===== src/rtl/ls_addr_gen_pkg.sv =====
package ls_addr_gen_pkg;

    typedef enum logic [1:0] {
        FORM_SHORT    = 2'd0,
        FORM_LONG     = 2'd1,
        FORM_LONG_MOD = 2'd2,
        FORM_WORD_MOD = 2'd3
    } form_e;

    typedef enum logic [1:0] {
        UPD_NONE = 2'd0,
        UPD_PRE  = 2'd1,
        UPD_POST = 2'd2
    } upd_e;

    localparam int REG_W      = 5;
    localparam int INSN_W     = 32;
    localparam int BIT_UPD    = 5;
    localparam int BIT_IMM    = 12;
    localparam int BIT_DIR    = 13;
    localparam int FLD_LO     = 16;
    localparam int FLD_HI     = 20;
    localparam int BREG_LO    = 21;
    localparam int BREG_HI    = 25;
    localparam int SHORT_MAG  = 4;
    localparam int LONG_MAG   = 13;
    localparam int WORD_MAG   = 11;
    localparam int WORD_SHIFT = 2;

endpackage


===== src/rtl/ls_field_decode.sv =====
module ls_field_decode
    import ls_addr_gen_pkg::*;
#(
    parameter int XLEN = 32
) (
    input  logic [INSN_W-1:0] insn,
    input  logic [1:0]        form,
    input  logic [1:0]        acc_size,
    input  logic [XLEN-1:0]   index_val,
    output logic [XLEN-1:0]   offset,
    output upd_e              upd,
    output logic [REG_W-1:0]  tgt_reg,
    output logic [REG_W-1:0]  base_reg
);

    localparam int SHORT_EXT = XLEN - SHORT_MAG;
    localparam int LONG_EXT  = XLEN - LONG_MAG;
    localparam int WORD_EXT  = XLEN - WORD_MAG - WORD_SHIFT;

    logic [XLEN-1:0] short_disp;
    logic [XLEN-1:0] long_disp;
    logic [XLEN-1:0] word_disp;
    logic [XLEN-1:0] idx_scaled;
    logic [1:0]      scale_sh;
    logic            unused_bits;

    // sign lives at the bottom of every displacement field
    assign short_disp = {{SHORT_EXT{insn[FLD_LO]}}, insn[FLD_HI:FLD_LO+1]};
    assign long_disp  = {{LONG_EXT{insn[0]}}, insn[LONG_MAG:1]};
    assign word_disp  = {{WORD_EXT{insn[0]}}, insn[WORD_MAG+1:2], {WORD_SHIFT{1'b0}}};

    assign scale_sh    = insn[BIT_DIR] ? acc_size : 2'd0;
    assign idx_scaled  = index_val << scale_sh;
    assign unused_bits = ^{insn[INSN_W-1:BREG_HI+1], insn[FLD_LO-1:BIT_DIR+1]};

    assign base_reg = insn[BREG_HI:BREG_LO];

    always_comb begin
        offset  = '0;
        upd     = UPD_NONE;
        tgt_reg = insn[FLD_HI:FLD_LO];
        unique case (form_e'(form))
            FORM_SHORT: begin
                tgt_reg = insn[REG_W-1:0];
                if (insn[BIT_IMM]) begin
                    offset = short_disp;
                    if (insn[BIT_UPD]) begin
                        upd = insn[BIT_DIR] ? UPD_PRE : UPD_POST;
                    end
                end else begin
                    offset = idx_scaled;
                    if (insn[BIT_UPD]) begin
                        upd = UPD_POST;
                    end
                end
            end
            FORM_LONG: begin
                offset = long_disp;
            end
            FORM_LONG_MOD: begin
                offset = long_disp;
                upd    = long_disp[XLEN-1] ? UPD_PRE : UPD_POST;
            end
            FORM_WORD_MOD: begin
                offset = word_disp;
                upd    = word_disp[XLEN-1] ? UPD_POST : UPD_PRE;
            end
            default: begin
                offset = '0;
            end
        endcase
    end

endmodule


===== src/rtl/ls_addr_sel.sv =====
module ls_addr_sel
    import ls_addr_gen_pkg::*;
#(
    parameter int XLEN = 32
) (
    input  logic [XLEN-1:0]  base_val,
    input  logic [XLEN-1:0]  offset,
    input  upd_e             upd,
    input  logic             is_store,
    input  logic [REG_W-1:0] tgt_reg,
    input  logic [REG_W-1:0] base_reg,
    output logic [XLEN-1:0]  mem_addr,
    output logic [XLEN-1:0]  wb_val,
    output logic             wb_en
);

    logic [XLEN-1:0] sum;
    logic            load_wins;

    assign sum       = base_val + offset;
    assign load_wins = !is_store && (tgt_reg == base_reg);

    always_comb begin
        wb_val   = sum;
        mem_addr = (upd == UPD_POST) ? base_val : sum;
        wb_en    = (upd != UPD_NONE) && !load_wins;
    end

endmodule


===== src/rtl/ls_addr_gen.sv =====
module ls_addr_gen
    import ls_addr_gen_pkg::*;
#(
    parameter int XLEN = 32
) (
    input  logic              clk,
    input  logic              rst_n,
    input  logic              in_valid,
    input  logic [1:0]        form,
    input  logic              is_store,
    input  logic [1:0]        acc_size,
    input  logic [INSN_W-1:0] insn,
    input  logic [XLEN-1:0]   base_val,
    input  logic [XLEN-1:0]   index_val,
    output logic              out_valid,
    output logic [XLEN-1:0]   mem_addr,
    output logic [XLEN-1:0]   wb_val,
    output logic              wb_en,
    output logic [REG_W-1:0]  wb_reg,
    output logic [REG_W-1:0]  tgt_reg
);

    typedef struct packed {
        logic             vld;
        logic [XLEN-1:0]  addr;
        logic [XLEN-1:0]  wbv;
        logic             wbe;
        logic [REG_W-1:0] wreg;
        logic [REG_W-1:0] treg;
    } stage_t;

    logic [XLEN-1:0]  dec_offset;
    upd_e             dec_upd;
    logic [REG_W-1:0] dec_tgt;
    logic [REG_W-1:0] dec_base;
    logic [XLEN-1:0]  sel_addr;
    logic [XLEN-1:0]  sel_wbv;
    logic             sel_wbe;
    stage_t           stage_d;
    stage_t           stage_q;

    ls_field_decode #(.XLEN(XLEN)) u_decode (
        .insn      (insn),
        .form      (form),
        .acc_size  (acc_size),
        .index_val (index_val),
        .offset    (dec_offset),
        .upd       (dec_upd),
        .tgt_reg   (dec_tgt),
        .base_reg  (dec_base)
    );

    ls_addr_sel #(.XLEN(XLEN)) u_select (
        .base_val (base_val),
        .offset   (dec_offset),
        .upd      (dec_upd),
        .is_store (is_store),
        .tgt_reg  (dec_tgt),
        .base_reg (dec_base),
        .mem_addr (sel_addr),
        .wb_val   (sel_wbv),
        .wb_en    (sel_wbe)
    );

    always_comb begin
        stage_d     = stage_q;
        stage_d.vld = in_valid;
        stage_d.wbe = 1'b0;
        if (in_valid) begin
            stage_d.addr = sel_addr;
            stage_d.wbv  = sel_wbv;
            stage_d.wbe  = sel_wbe;
            stage_d.wreg = dec_base;
            stage_d.treg = dec_tgt;
        end
    end

    always_ff @(posedge clk) begin
        if (!rst_n) begin
            stage_q <= '0;
        end else begin
            stage_q <= stage_d;
        end
    end

    assign out_valid = stage_q.vld;
    assign mem_addr  = stage_q.addr;
    assign wb_val    = stage_q.wbv;
    assign wb_en     = stage_q.wbe;
    assign wb_reg    = stage_q.wreg;
    assign tgt_reg   = stage_q.treg;

    AST_VALID_FOLLOWS: assert property (@(posedge clk) disable iff (!rst_n)
        in_valid |=> out_valid) else $error("valid lost");
    AST_IDLE_QUIET: assert property (@(posedge clk) disable iff (!rst_n)
        !in_valid |=> (!out_valid && !wb_en)) else $error("idle output");
    AST_NOUPD_NOWB: assert property (@(posedge clk) disable iff (!rst_n)
        (in_valid && dec_upd == UPD_NONE) |=> !wb_en) else $error("stray wb");
    AST_POST_BASE: assert property (@(posedge clk) disable iff (!rst_n)
        (in_valid && dec_upd == UPD_POST) |=> (mem_addr == $past(base_val)))
        else $error("post addr");
    AST_PRE_MATCH: assert property (@(posedge clk) disable iff (!rst_n)
        (in_valid && dec_upd == UPD_PRE) |=> (mem_addr == wb_val))
        else $error("pre addr");
    AST_WB_NEEDS_VALID: assert property (@(posedge clk) disable iff (!rst_n)
        wb_en |-> out_valid) else $error("wb without valid");
    AST_LOAD_WINS: assert property (@(posedge clk) disable iff (!rst_n)
        (in_valid && !is_store && dec_upd != UPD_NONE && dec_tgt == dec_base) |=> !wb_en)
        else $error("load lost priority");
    AST_HOLD_ADDR: assert property (@(posedge clk) disable iff (!rst_n)
        !in_valid |=> $stable(mem_addr)) else $error("addr moved");

endmodule


===== config.mk =====
export PLATFORM = sky130hd
export DESIGN_NAME = ls_addr_gen
export DESIGN_NICKNAME = d
export VERILOG_FILES = /design/src/rtl/ls_addr_gen_pkg.sv /design/src/rtl/ls_field_decode.sv /design/src/rtl/ls_addr_sel.sv /design/src/rtl/ls_addr_gen.sv
export SDC_FILE = /design/constraint.sdc
export NUM_CORES = 1
export LEC_CHECK = 0
export BUFFER_PORTS_ARGS = -buffer_cell sky130_fd_sc_hd__buf_2
export CAP_MARGIN = 10
export CORE_ASPECT_RATIO = 1.4
export CORE_UTILIZATION = 57
export CTS_CLUSTER_SIZE = 40
export DETAILED_ROUTE_END_ITERATION = 12
export GPL_ROUTABILITY_DRIVEN = 0
export PLACE_DENSITY = 0.87
export SLEW_MARGIN = 40
export SYNTH_ARGS = -nofsm -noshare
export SYNTH_HDL_FRONTEND = slang
export SYNTH_SLANG_ARGS = --single-unit
export TNS_END_PERCENT = 10

===== constraint.sdc =====
create_clock -name clk -period 8.9 [get_ports clk]
set_input_delay 1.78 -clock clk [delete_from_list [all_inputs] [get_ports clk]]
set_output_delay 1.78 -clock clk [all_outputs]
set_load 0.01 [all_outputs]

==> flow_summary.json <==
{
  "cp_data_arrival_time_ns": 6.11,
  "drc": 0,
  "ys_ff_latch": 76,
  "end_kind": "flip-flop",
  "setup_viol": 0,
  "routed-via-count": 6577,
  "dr.pass1.iters": 5,
  "slew_violations": 0,
  "status": "finished clean",
  "hold_buffers": 0,
  "syn_area_um2": 6160,
  "cts_setup_buffers": 0,
  "rsz0062_at_grt": "false",
  "timing.final.crit_share_pct": 66.1,
  "die_y_um": 125,
  "ir_drop_mv": 0.114,
  "synthArstFlopShare_pct": 0,
  "fillers": 918,
  "max_clock_freq_mhz": 170,
  "layout.cells.non_filler": 1042,
  "fp-row-count": 44,
  "synth-edff-count": 0,
  "io_buffers": 171,
  "drive_above_1_share_pct": 23.5,
  "dieArea_um2": 11200,
  "core_um2": 10500,
  "antenna_cells": 0,
  "wl_mm": 18.9,
  "grt_busiest_layer": "met2",
  "finalWorstSetupSlack_ns": 3.02,
  "post-place-ws_ns": 2.83,
  "min_path_type": "reg2reg",
  "synth_top_cell_area_share_pct": 24.7,
  "startpoint_type": "primary input",
  "synthToLayoutAreaGrowth_pct": 18.2,
  "grt_pass1_vias": 6165,
  "cts_tree": "built",
  "ys_seq_area_share_pct": 24.7,
  "fin_tns_setup_ns": 0,
  "p_per_area_nw_per_um2": 179,
  "crit_required_ns": 9.13,
  "synth_commonest_cells": "nor2_1 (77), dfxtp_1 (76), mux2i_1 (68)",
  "track_usage_pct": 32.9,
  "syn-num-nets": 914,
  "avgRoutedWirePerCell_um": 18.2,
  "cts_resized": 0,
  "final_hold_viol_count": 0,
  "grt_overflow": 0,
  "start_util_pct": 58.9,
  "yosysTopAreaCell": "dfxtp_1",
  "io_pins": 180,
  "maxSlewHeadroom_pct": 48.3,
  "antenna_found_initial": 0,
  "leakagePower_nw": 3.45,
  "worst_pin_slew_ns": 0.766,
  "nNetsFinal": 1041,
  "synth.area.top_cells": "dfxtp_1 (25%), mux2i_1 (11%), ha_1 (7.3%)",
  "critPathKind": "in2reg",
  "grt_use_met2_pct": 59.3,
  "via_per_inst": 6.31,
  "netlist_instances": 773,
  "initialDrtViolationCount": 431,
  "crit_path_max_fanout": 44,
  "antenna_left": 0,
  "dieWidth_um": 89.8,
  "grtUsageMet3_pct": 6.08,
  "grt_util_met1_pct": 34.5,
  "avgSynthCellArea_um2": 7.96,
  "grt_pass1_wl_mm": 29.6,
  "root_buffer": "clkbuf_16",
  "clk_latency_ns": 0.34,
  "clk_pin_slew_ns": 0.06,
  "clockBufferDepth": 2,
  "grt_max_degree": 103,
  "synthMostInstantiatedCell": "nor2_1",
  "cts_inserted_buffers": 9,
  "ys_types": 72,
  "place.detailed.hpwl_mm": 14.5,
  "synthFlopType": "dfxtp_1",
  "yosys_warnings": 0,
  "period_needed_ns": 5.88,
  "cts_max_level": 3,
  "clock-sinks": 76,
  "max_cap_violations": 0,
  "dp.cells": 1027,
  "clock-skew-final_ns": 0
}
==> cell type report <==
cell class,instances,area [µm²],area share (%)
clock buffer,9,225,3.10
clock inverter,6,65.1,0.895
inverter,20,75.1,1.03
multi-input combinational,617,4310,59.3
sequential,76,1520,20.9
tap,138,173,2.37
timing repair buffer,176,900,12.4
==> cells by family after synthesis <==
logic type | after synthesis | synth area share, %
XOR/XNOR | 28 | 3.98
adder cells (fa/ha/maj) | 37 | 7.64
AND/OR/NAND/NOR | 221 | 17.8
buffers and inverters | 80 | 5.51
AO/OA/AOI/OAI | 263 | 29.2
multiplexers | 68 | 11.1
flip-flops | 76 | 24.7
==> power breakdown <==
group | switching [mW] | internal [mW]
logic | 0.320 | 0.213
registers | 0.0210 | 0.383
clock network | 0.149 | 0.216
total | 0.491 | 0.811
==> worst max-delay path, cell delays in order <==
cell and delay (ns):
buf_2 0.12, inv_1 0.08, ha_1 0.19, buf_4 0.39
o21ai_1 0.31, a221o_1 0.32, o21ai_0 0.21, ha_1 0.43
a21oi_1 0.33, o21ai_0 0.22, a2111oi_0 0.64, o21ai_0 0.19
o21ai_2 0.28, xor2_1 0.31, o21ai_0 0.13, and2_1 0.17
==> placed cells by master (no fill, tap or decap), types with 4 or more instances in the layout <==
master and count:
buf_2 170, nor2_1 77, dfxtp_1 76, mux2i_1 68
a21oi_1 65, o21ai_0 51, nand2_1 43, ha_1 36
a221o_1 29, nand3_1 27, a211oi_1 27, inv_1 20
xnor2_1 20, a22oi_1 11, nand4_1 11, and2_1 10
nor3_1 10, clkbuf_16 9, nor2b_1 8, o211ai_1 8
a31oi_1 8, xor2_1 8, a21o_1 7, and3_1 7
o21a_1 7, o21bai_1 6, nand2b_1 5, or2_2 5
buf_4 5, or3_1 4, o311ai_0 4
==> metrics by stage <==
stage	util (%)	instance area (µm²)	power (mW)	hold WS, ns
after floorplan	-	6160	0.775	0.486
after detailed placement	66.7	6980	0.932	0.469
after global routing	69.5	7270	1.37	0.501
final	69.5	7270	1.30	0.473
after global placement	66.6	6960	0.920	0.451
after CTS	69.5	7270	1.30	0.482
==> final timing paths <==
path	startpoint	endpoint	slack, ns	depth (start not counted)
min	wb_val[26]	wb_val[26]	0.47	2
max reg2reg	mem_addr[17]	mem_addr[17]	8.01	3
max	form[1]	mem_addr[20]	3.02	16
min reg2reg	wb_val[26]	wb_val[26]	0.47	2
==> routing by layer <==
layer | up-vias | wire length (µm)
met5 | - | 0
met4 | 0 | 1370
met3 | 84 | 1200
met2 | 311 | 9440
met1 | 3019 | 6920
li1 | 3163 | -
(Power assumes the default switching activity.)
